**src/rtl/alarm_pkg.sv**
```systemverilog
package alarm_pkg;
  localparam logic [7:0] OFS_COUNT  = 8'h0C;
  localparam logic [7:0] OFS_RUN    = 8'h14;
  localparam logic [7:0] OFS_IRQEN  = 8'h18;
  localparam logic [7:0] OFS_STATUS = 8'h1C;

  localparam int RUN_BIT   = 8;
  localparam int IRQEN_BIT = 0;
  localparam int PEND_BIT  = 0;

  localparam int SEC_LSB = 0;
  localparam int MIN_LSB = 8;
  localparam int HR_LSB  = 16;
  localparam int DAY_LSB = 21;
  localparam int SEC_W   = 6;
  localparam int MIN_W   = 6;
  localparam int HR_W    = 5;

  typedef struct packed {
    logic loadCount;
    logic stepDown;
  } alarmStrobe_t;
endpackage

```
**src/rtl/alarm_datapath.sv**
```systemverilog
module alarm_datapath
  import alarm_pkg::*;
#(
  parameter int DATA_W = 32,
  parameter int DAY_W  = 8
) (
  input  logic              clk,
  input  logic              rstN,
  input  alarmStrobe_t      strobe,
  input  logic [DATA_W-1:0] loadWord,
  output logic [DATA_W-1:0] countWord,
  output logic              countZero,
  output logic              lastSecond
);
  logic [SEC_W-1:0] secQ, secNext;
  logic [MIN_W-1:0] minQ, minNext;
  logic [HR_W-1:0]  hrQ, hrNext;
  logic [DAY_W-1:0] dayQ, dayNext;
  logic secBorrow, minBorrow, hrBorrow;

  always_comb begin
    secBorrow = (secQ == '0);
    minBorrow = secBorrow && (minQ == '0);
    hrBorrow  = minBorrow && (hrQ == '0);
    secNext   = secBorrow ? SEC_W'(59) : secQ - SEC_W'(1);
    minNext   = minQ;
    if (secBorrow) minNext = (minQ == '0) ? MIN_W'(59) : minQ - MIN_W'(1);
    hrNext    = hrQ;
    if (minBorrow) hrNext = (hrQ == '0) ? HR_W'(23) : hrQ - HR_W'(1);
    dayNext   = hrBorrow ? dayQ - DAY_W'(1) : dayQ;
  end

  always_ff @(posedge clk) begin
    if (!rstN) begin
      secQ <= '0;
      minQ <= '0;
      hrQ  <= '0;
      dayQ <= '0;
    end else if (strobe.loadCount) begin
      secQ <= loadWord[SEC_LSB +: SEC_W];
      minQ <= loadWord[MIN_LSB +: MIN_W];
      hrQ  <= loadWord[HR_LSB +: HR_W];
      dayQ <= loadWord[DAY_LSB +: DAY_W];
    end else if (strobe.stepDown) begin
      secQ <= secNext;
      minQ <= minNext;
      hrQ  <= hrNext;
      dayQ <= dayNext;
    end
  end

  always_comb begin
    countWord = '0;
    countWord[SEC_LSB +: SEC_W] = secQ;
    countWord[MIN_LSB +: MIN_W] = minQ;
    countWord[HR_LSB +: HR_W]   = hrQ;
    countWord[DAY_LSB +: DAY_W] = dayQ;
  end

  assign countZero  = (secQ == '0) && (minQ == '0) && (hrQ == '0) && (dayQ == '0);
  assign lastSecond = (secQ == SEC_W'(1)) && (minQ == '0) && (hrQ == '0) && (dayQ == '0);

  logic unusedLoad;
  assign unusedLoad = ^loadWord;

  assert_hold_R3: assert property (@(posedge clk) disable iff (!rstN)
    (!strobe.loadCount && !strobe.stepDown) |=> $stable(countWord));

  assert_sec_wrap_R4: assert property (@(posedge clk) disable iff (!rstN)
    (strobe.stepDown && !strobe.loadCount && secQ == '0) |=> (secQ == SEC_W'(59)));

  assert_hr_wrap_R4: assert property (@(posedge clk) disable iff (!rstN)
    (strobe.stepDown && !strobe.loadCount && secQ == '0 && minQ == '0 && hrQ == '0)
      |=> (hrQ == HR_W'(23)));
endmodule

```
**src/rtl/alarm_ctrl.sv**
```systemverilog
module alarm_ctrl
  import alarm_pkg::*;
#(
  parameter int ADDR_W = 5,
  parameter int DATA_W = 32
) (
  input  logic              clk,
  input  logic              rstN,
  input  logic              secTick,
  input  logic              wrEn,
  input  logic [ADDR_W-1:0] wrAddr,
  input  logic [DATA_W-1:0] wrData,
  input  logic [ADDR_W-1:0] rdAddr,
  input  logic [DATA_W-1:0] countWord,
  input  logic              countZero,
  input  logic              lastSecond,
  output alarmStrobe_t      strobe,
  output logic [DATA_W-1:0] rdData,
  output logic              irqOut
);
  logic runQ, irqEnQ, pendQ;
  logic hitCount, hitRun, hitIrqEn, hitStatus, setPend, clrPend;

  assign hitCount  = wrEn && (wrAddr == ADDR_W'(OFS_COUNT));
  assign hitRun    = wrEn && (wrAddr == ADDR_W'(OFS_RUN));
  assign hitIrqEn  = wrEn && (wrAddr == ADDR_W'(OFS_IRQEN));
  assign hitStatus = wrEn && (wrAddr == ADDR_W'(OFS_STATUS));

  assign strobe.loadCount = hitCount;
  assign strobe.stepDown  = secTick && runQ && !countZero && !hitCount;
  assign setPend = strobe.stepDown && lastSecond;
  assign clrPend = hitStatus && wrData[PEND_BIT];

  always_ff @(posedge clk) begin
    if (!rstN) begin
      runQ   <= 1'b0;
      irqEnQ <= 1'b0;
      pendQ  <= 1'b0;
    end else begin
      if (hitRun)   runQ   <= wrData[RUN_BIT];
      if (hitIrqEn) irqEnQ <= wrData[IRQEN_BIT];
      if (setPend)      pendQ <= 1'b1;
      else if (clrPend) pendQ <= 1'b0;
    end
  end

  always_comb begin
    rdData = '0;
    if (rdAddr == ADDR_W'(OFS_COUNT))       rdData = countWord;
    else if (rdAddr == ADDR_W'(OFS_RUN))    rdData[RUN_BIT] = runQ;
    else if (rdAddr == ADDR_W'(OFS_IRQEN))  rdData[IRQEN_BIT] = irqEnQ;
    else if (rdAddr == ADDR_W'(OFS_STATUS)) rdData[PEND_BIT] = pendQ;
  end

  assign irqOut = pendQ && irqEnQ;

  logic unusedWr;
  assign unusedWr = ^wrData;

  assert_pend_rise_R5: assert property (@(posedge clk) disable iff (!rstN)
    $rose(pendQ) |-> $past(secTick && runQ && !countZero));

  assert_zero_quiet_R6: assert property (@(posedge clk) disable iff (!rstN)
    (countZero && !pendQ) |=> !pendQ);

  assert_pend_sticky_R8: assert property (@(posedge clk) disable iff (!rstN)
    (pendQ && !(wrEn && wrAddr == ADDR_W'(OFS_STATUS) && wrData[PEND_BIT])) |=> pendQ);

  assert_irq_level_R7: assert property (@(posedge clk) disable iff (!rstN)
    (irqOut && !wrEn) |=> irqOut);
endmodule

```
**src/rtl/alarm_countdown.sv**
```systemverilog
module alarm_countdown
  import alarm_pkg::*;
#(
  parameter int ADDR_W = 5,
  parameter int DATA_W = 32,
  parameter int DAY_W  = 8
) (
  input  logic              clk,
  input  logic              rstN,
  input  logic              secTick,
  input  logic              wrEn,
  input  logic [ADDR_W-1:0] wrAddr,
  input  logic [DATA_W-1:0] wrData,
  input  logic [ADDR_W-1:0] rdAddr,
  output logic [DATA_W-1:0] rdData,
  output logic              irqOut
);
  alarmStrobe_t      strobe;
  logic [DATA_W-1:0] countWord;
  logic              countZero, lastSecond;

  alarm_ctrl #(.ADDR_W(ADDR_W), .DATA_W(DATA_W)) u_ctrl (
    .clk(clk), .rstN(rstN), .secTick(secTick),
    .wrEn(wrEn), .wrAddr(wrAddr), .wrData(wrData), .rdAddr(rdAddr),
    .countWord(countWord), .countZero(countZero), .lastSecond(lastSecond),
    .strobe(strobe), .rdData(rdData), .irqOut(irqOut)
  );

  alarm_datapath #(.DATA_W(DATA_W), .DAY_W(DAY_W)) u_dp (
    .clk(clk), .rstN(rstN), .strobe(strobe), .loadWord(wrData),
    .countWord(countWord), .countZero(countZero), .lastSecond(lastSecond)
  );
endmodule

```
**config.mk**
```make
export PLATFORM = sky130hd
export DESIGN_NAME = alarm_countdown
export DESIGN_NICKNAME = d
export VERILOG_FILES = /design/src/rtl/alarm_pkg.sv /design/src/rtl/alarm_datapath.sv /design/src/rtl/alarm_ctrl.sv /design/src/rtl/alarm_countdown.sv
export SDC_FILE = /design/constraint.sdc
export NUM_CORES = 1
export LEC_CHECK = 0
export BUFFER_PORTS_ARGS = -buffer_cell sky130_fd_sc_hd__buf_2
export CORE_ASPECT_RATIO = 1.25
export CORE_MARGIN = 8
export CORE_UTILIZATION = 53
export DETAILED_ROUTE_END_ITERATION = 6
export GPL_ROUTABILITY_DRIVEN = 0
export MAX_ROUTING_LAYER = met4
export PLACE_DENSITY = 0.86
export SYNTH_ARGS = -nofsm -noshare
export SYNTH_HDL_FRONTEND = slang
export SYNTH_SLANG_ARGS = --single-unit
```
**constraint.sdc**
```tcl
create_clock -name clk -period 6.15 [get_ports clk]
set_input_delay 1.23 -clock clk [delete_from_list [all_inputs] [get_ports clk]]
set_output_delay 1.23 -clock clk [all_outputs]
set_load 0.02 [all_outputs]
```
==> flow_summary.json <==
{
  "initial_core_util": 0.549,
  "synthesis.area_per_instance_um2": 7.75,
  "critPathArrivalTime_ns": 2.91,
  "netSwitchingFraction": 0.261,
  "fp-row-count": 25,
  "max-cap-violations": 0,
  "path_delay_family": "simple AND/OR/NAND/NOR gates",
  "grt_max_degree": 30,
  "rsz0062_at_grt": "no",
  "critical-path-slowest-cell": "sky130_fd_sc_hd__nor3b_2",
  "min-delay-path-class": "register to register",
  "area.growth.synth_to_final_pct": 17.3,
  "count_of_buffers_added_by_post_cts_timing_repair_for_setup": 0,
  "criticalPathCategory": "input port to output port",
  "globalRoute.busiestLayer": "met2",
  "outcome": "completed",
  "hold_path.startpoint": "u_dp.dayQ[4]",
  "core_area_um2": 3750,
  "p_clk_frac": 0.337,
  "clock_tree.buffer_depth": 2,
  "cts_hold_buffers": 0,
  "die_y_um": 85.7,
  "slew_viol_final": 0,
  "cp.required_ns": 4.92,
  "critPathLaunchType": "input port",
  "finalCoreUtilization": 0.644,
  "use_met3": 0.0338,
  "dr.first_iter.drc_count": 190,
  "antenna_violating_nets_post_route": 0,
  "grt_first_pass_wirelength_mm": 9.65,
  "power.sequential.fraction": 0.527,
  "cell_depth_of_the_worst_flop_to_flop_path": 7,
  "synthesis.area_um2": 2060,
  "finalSetupViolCount": 0,
  "worst_setup_path_end_kind": "output port",
  "critPathMaxStageDelay_ns": 0.91,
  "number_of_synthesized_register_bits": 28,
  "portbufs": 64,
  "die_w_um": 71.8,
  "worst-path-stages": 6,
  "source_of_the_critical_timing_path": "rdAddr[1]",
  "number_of_global_route_vias_before_repair": 2178,
  "cts_root_buf": "sky130_fd_sc_hd__clkbuf_8",
  "timing_worst_slew_pin_value_ns": 1.15,
  "avgViaCountPerCell": 5.96,
  "htree_num_levels": 1,
  "post_route_cells_drive_above_1_share": 0.240,
  "drt_pre_antenna_iters": 5,
  "dpl-instance-area_um2": 2360,
  "cts_tree": "built",
  "leakagePower_nw": 1.04,
  "detail_route.drc_violations": 0,
  "worst_skew_pair.late_latency_ns": 0.28,
  "slew_headroom": 0.232,
  "fin_area_um2": 2420,
  "grt.met1_usage": 0.206,
  "tritoncts.num_buffers": 3,
  "final-instance-count-excl-fill": 361,
  "routed_wirelength_mm": 5.71,
  "p_int_uw": 260,
  "globalRoute.totalOverflow": 0,
  "grt_util_all_layers": 0.192,
  "total_nets_final": 376,
  "routed_wire_length_per_instance_um": 15.8,
  "power.switching_uw": 91.8,
  "synthCells": 266,
  "clk_transition_reported_paths_ns": 0.10,
  "dp_cells": 357,
  "grt_antenna_before_repair": 0,
  "comb_power_share": 0.136,
  "report.power.total_uw": 351,
  "synth_warnings": 0,
  "reg2reg_setup_slack_ns": 3.77,
  "place_ws_ns": 1.95,
  "ys_seq_area_frac": 0.272,
  "critPathMaxFanout": 24,
  "synth.lib_cells_used.distinct": 51,
  "fin_skew_ns": 0.00605,
  "p_per_area_nw_per_um2": 145,
  "critical_path.n_buffers_inverters": 2,
  "synth_ff_type": "sky130_fd_sc_hd__dfxtp_1",
  "clock_sink_count": 28,
  "dr_total_vias": 2152,
  "layout_worst_path_cycle_share": 0.673,
  "grt_util_met2": 0.339,
  "async_flop_share": 0,
  "ff_to_ff_start": "u_dp.hrQ[0]",
  "holdWs_ns": 0.526,
  "timing.setup.tns_ns": 0,
  "post_cts_resize_count": 0,
  "setup_slack_ns": 2.01,
  "fmaxAchievable_mhz": 241,
  "die_area_um2": 6150,
  "antenna_cells_inserted": 0,
  "crit_top_cell": "sky130_fd_sc_hd__buf_2",
  "power.ir.vdd_worst_mv": 0.0873,
  "place.detailed.hpwl_mm": 4.17,
  "synth_enable_flop_cells": 0,
  "finalWorstPathRequiredPeriod_ns": 4.14,
  "timing.final.hold_violations": 0,
  "critical_path.cell_chain": "buf_2, nor2_1, nand2_1, nor3b_2, and2_1, buf_2",
  "min_delay_path_depth": 2,
  "num_io_pins": 79,
  "num-fill-cells": 351
}
==> cells in the final DEF, fill, tap and decap left out, types with 3 or more instances in the layout <==
| master | instances |
|---|---|
| sky130_fd_sc_hd__inv_1 | 9 |
| sky130_fd_sc_hd__and2_1 | 24 |
| sky130_fd_sc_hd__nor2_1 | 12 |
| sky130_fd_sc_hd__o211ai_1 | 5 |
| sky130_fd_sc_hd__nand4_1 | 3 |
| sky130_fd_sc_hd__ha_1 | 8 |
| sky130_fd_sc_hd__nand3_1 | 18 |
| sky130_fd_sc_hd__nor4_1 | 3 |
| sky130_fd_sc_hd__mux2i_1 | 5 |
| sky130_fd_sc_hd__nand3b_1 | 3 |
| sky130_fd_sc_hd__xnor2_1 | 9 |
| sky130_fd_sc_hd__a31oi_1 | 4 |
| sky130_fd_sc_hd__dfxtp_1 | 28 |
| sky130_fd_sc_hd__or3_1 | 3 |
| sky130_fd_sc_hd__nand4b_1 | 4 |
| sky130_fd_sc_hd__nand2_1 | 26 |
| sky130_fd_sc_hd__nor3_1 | 5 |
| sky130_fd_sc_hd__buf_2 | 64 |
| sky130_fd_sc_hd__o21ai_0 | 14 |
| sky130_fd_sc_hd__conb_1 | 7 |
| sky130_fd_sc_hd__o311ai_0 | 3 |
| sky130_fd_sc_hd__clkbuf_8 | 4 |
| sky130_fd_sc_hd__a21oi_1 | 19 |
==> flip-flops by register name, summed over array words and instances (netlist names) <==
name / count
u_ctrl.irqEnQ: 1
u_dp.hrQ: 5
u_ctrl.runQ: 1
u_dp.dayQ: 8
u_dp.secQ: 6
u_ctrl.pendQ: 1
u_dp.minQ: 6
==> final cells by class <==
cell class                 instances  area (µm²)  share of cell area
sequential                        28         561               0.232
multi-input combinational        215        1390               0.575
inverter                           9        33.8              0.0140
timing repair buffer              65         328               0.136
tap                               40        50.0              0.0207
clock buffer                       4        55.1              0.0228
==> worst register-to-register path: cells and delay by family, from the launching register on <==
| family | cells | cell delay [ns] |
|---|---|---|
| compound gates | 2 | 0.45 |
| flops | 1 | 0.35 |
| fa+ha+maj | 1 | 0.20 |
| simple gates | 3 | 1.23 |
| buf+inv | 1 | 0.07 |
==> cells in the mapped netlist (4+ instances only) <==
master,instances,area [µm²]
sky130_fd_sc_hd__a21oi_1,19,95.1
sky130_fd_sc_hd__a31oi_1,4,25.0
sky130_fd_sc_hd__and2_1,24,150
sky130_fd_sc_hd__buf_4,7,52.6
sky130_fd_sc_hd__clkbuf_1,11,41.3
sky130_fd_sc_hd__dfxtp_1,28,561
sky130_fd_sc_hd__ha_1,8,100
sky130_fd_sc_hd__inv_1,9,33.8
sky130_fd_sc_hd__mux2i_1,5,50.1
sky130_fd_sc_hd__nand2_1,26,97.6
sky130_fd_sc_hd__nand3_1,18,90.1
sky130_fd_sc_hd__nand4b_1,4,35.0
sky130_fd_sc_hd__nor2_1,12,45.0
sky130_fd_sc_hd__nor3_1,5,25.0
sky130_fd_sc_hd__o211ai_1,5,37.5
sky130_fd_sc_hd__o21ai_0,14,70.1
sky130_fd_sc_hd__xnor2_1,9,78.8
==> power groups by stage <==
| stage | Sequential [mW] | Clock (mW) | Combinational [mW] |
|---|---|---|---|
| 2_1_floorplan | 0.189 | 0 | 0.0313 |
| 3_3_place_gp | 0.189 | 0 | 0.0461 |
| 3_5_place_dp | 0.189 | 0 | 0.0470 |
| 4_1_cts | 0.185 | 0.117 | 0.0475 |
| 5_1_grt | 0.186 | 0.123 | 0.0532 |
| 6_report | 0.185 | 0.118 | 0.0478 |
==> per-layer routing <==
| metal | up-vias | part of all wire |
|---|---|---|
| met5 | - | 0 |
| met2 | 79 | 0.51 |
| met1 | 1005 | 0.41 |
| met4 | 0 | 0.015 |
| met3 | 9 | 0.070 |
| li1 | 1059 | - |
==> cells by family (layout without fill, tap and decap cells) <==
kind of cell | Yosys count | count (layout) | share of synthesized area
AOI/OAI and AO/OA | 63 | 63 | 0.196
xor gates and xnor gates | 11 | 11 | 0.0468
adders and majority gates | 8 | 8 | 0.0486
buffers and inverters | 29 | 78 | 0.0668
DFF | 28 | 28 | 0.272
muxes | 5 | 5 | 0.0243
other | 1 | 7 | 0.00182
and+or+nand+nor | 121 | 121 | 0.344
==> final timing paths <==
check,to
max,rdData[28]
min,u_dp.dayQ[4]
max reg2reg,u_ctrl.pendQ
min reg2reg,u_dp.dayQ[4]
No activity file was read; power rests on OpenSTA's default activity.
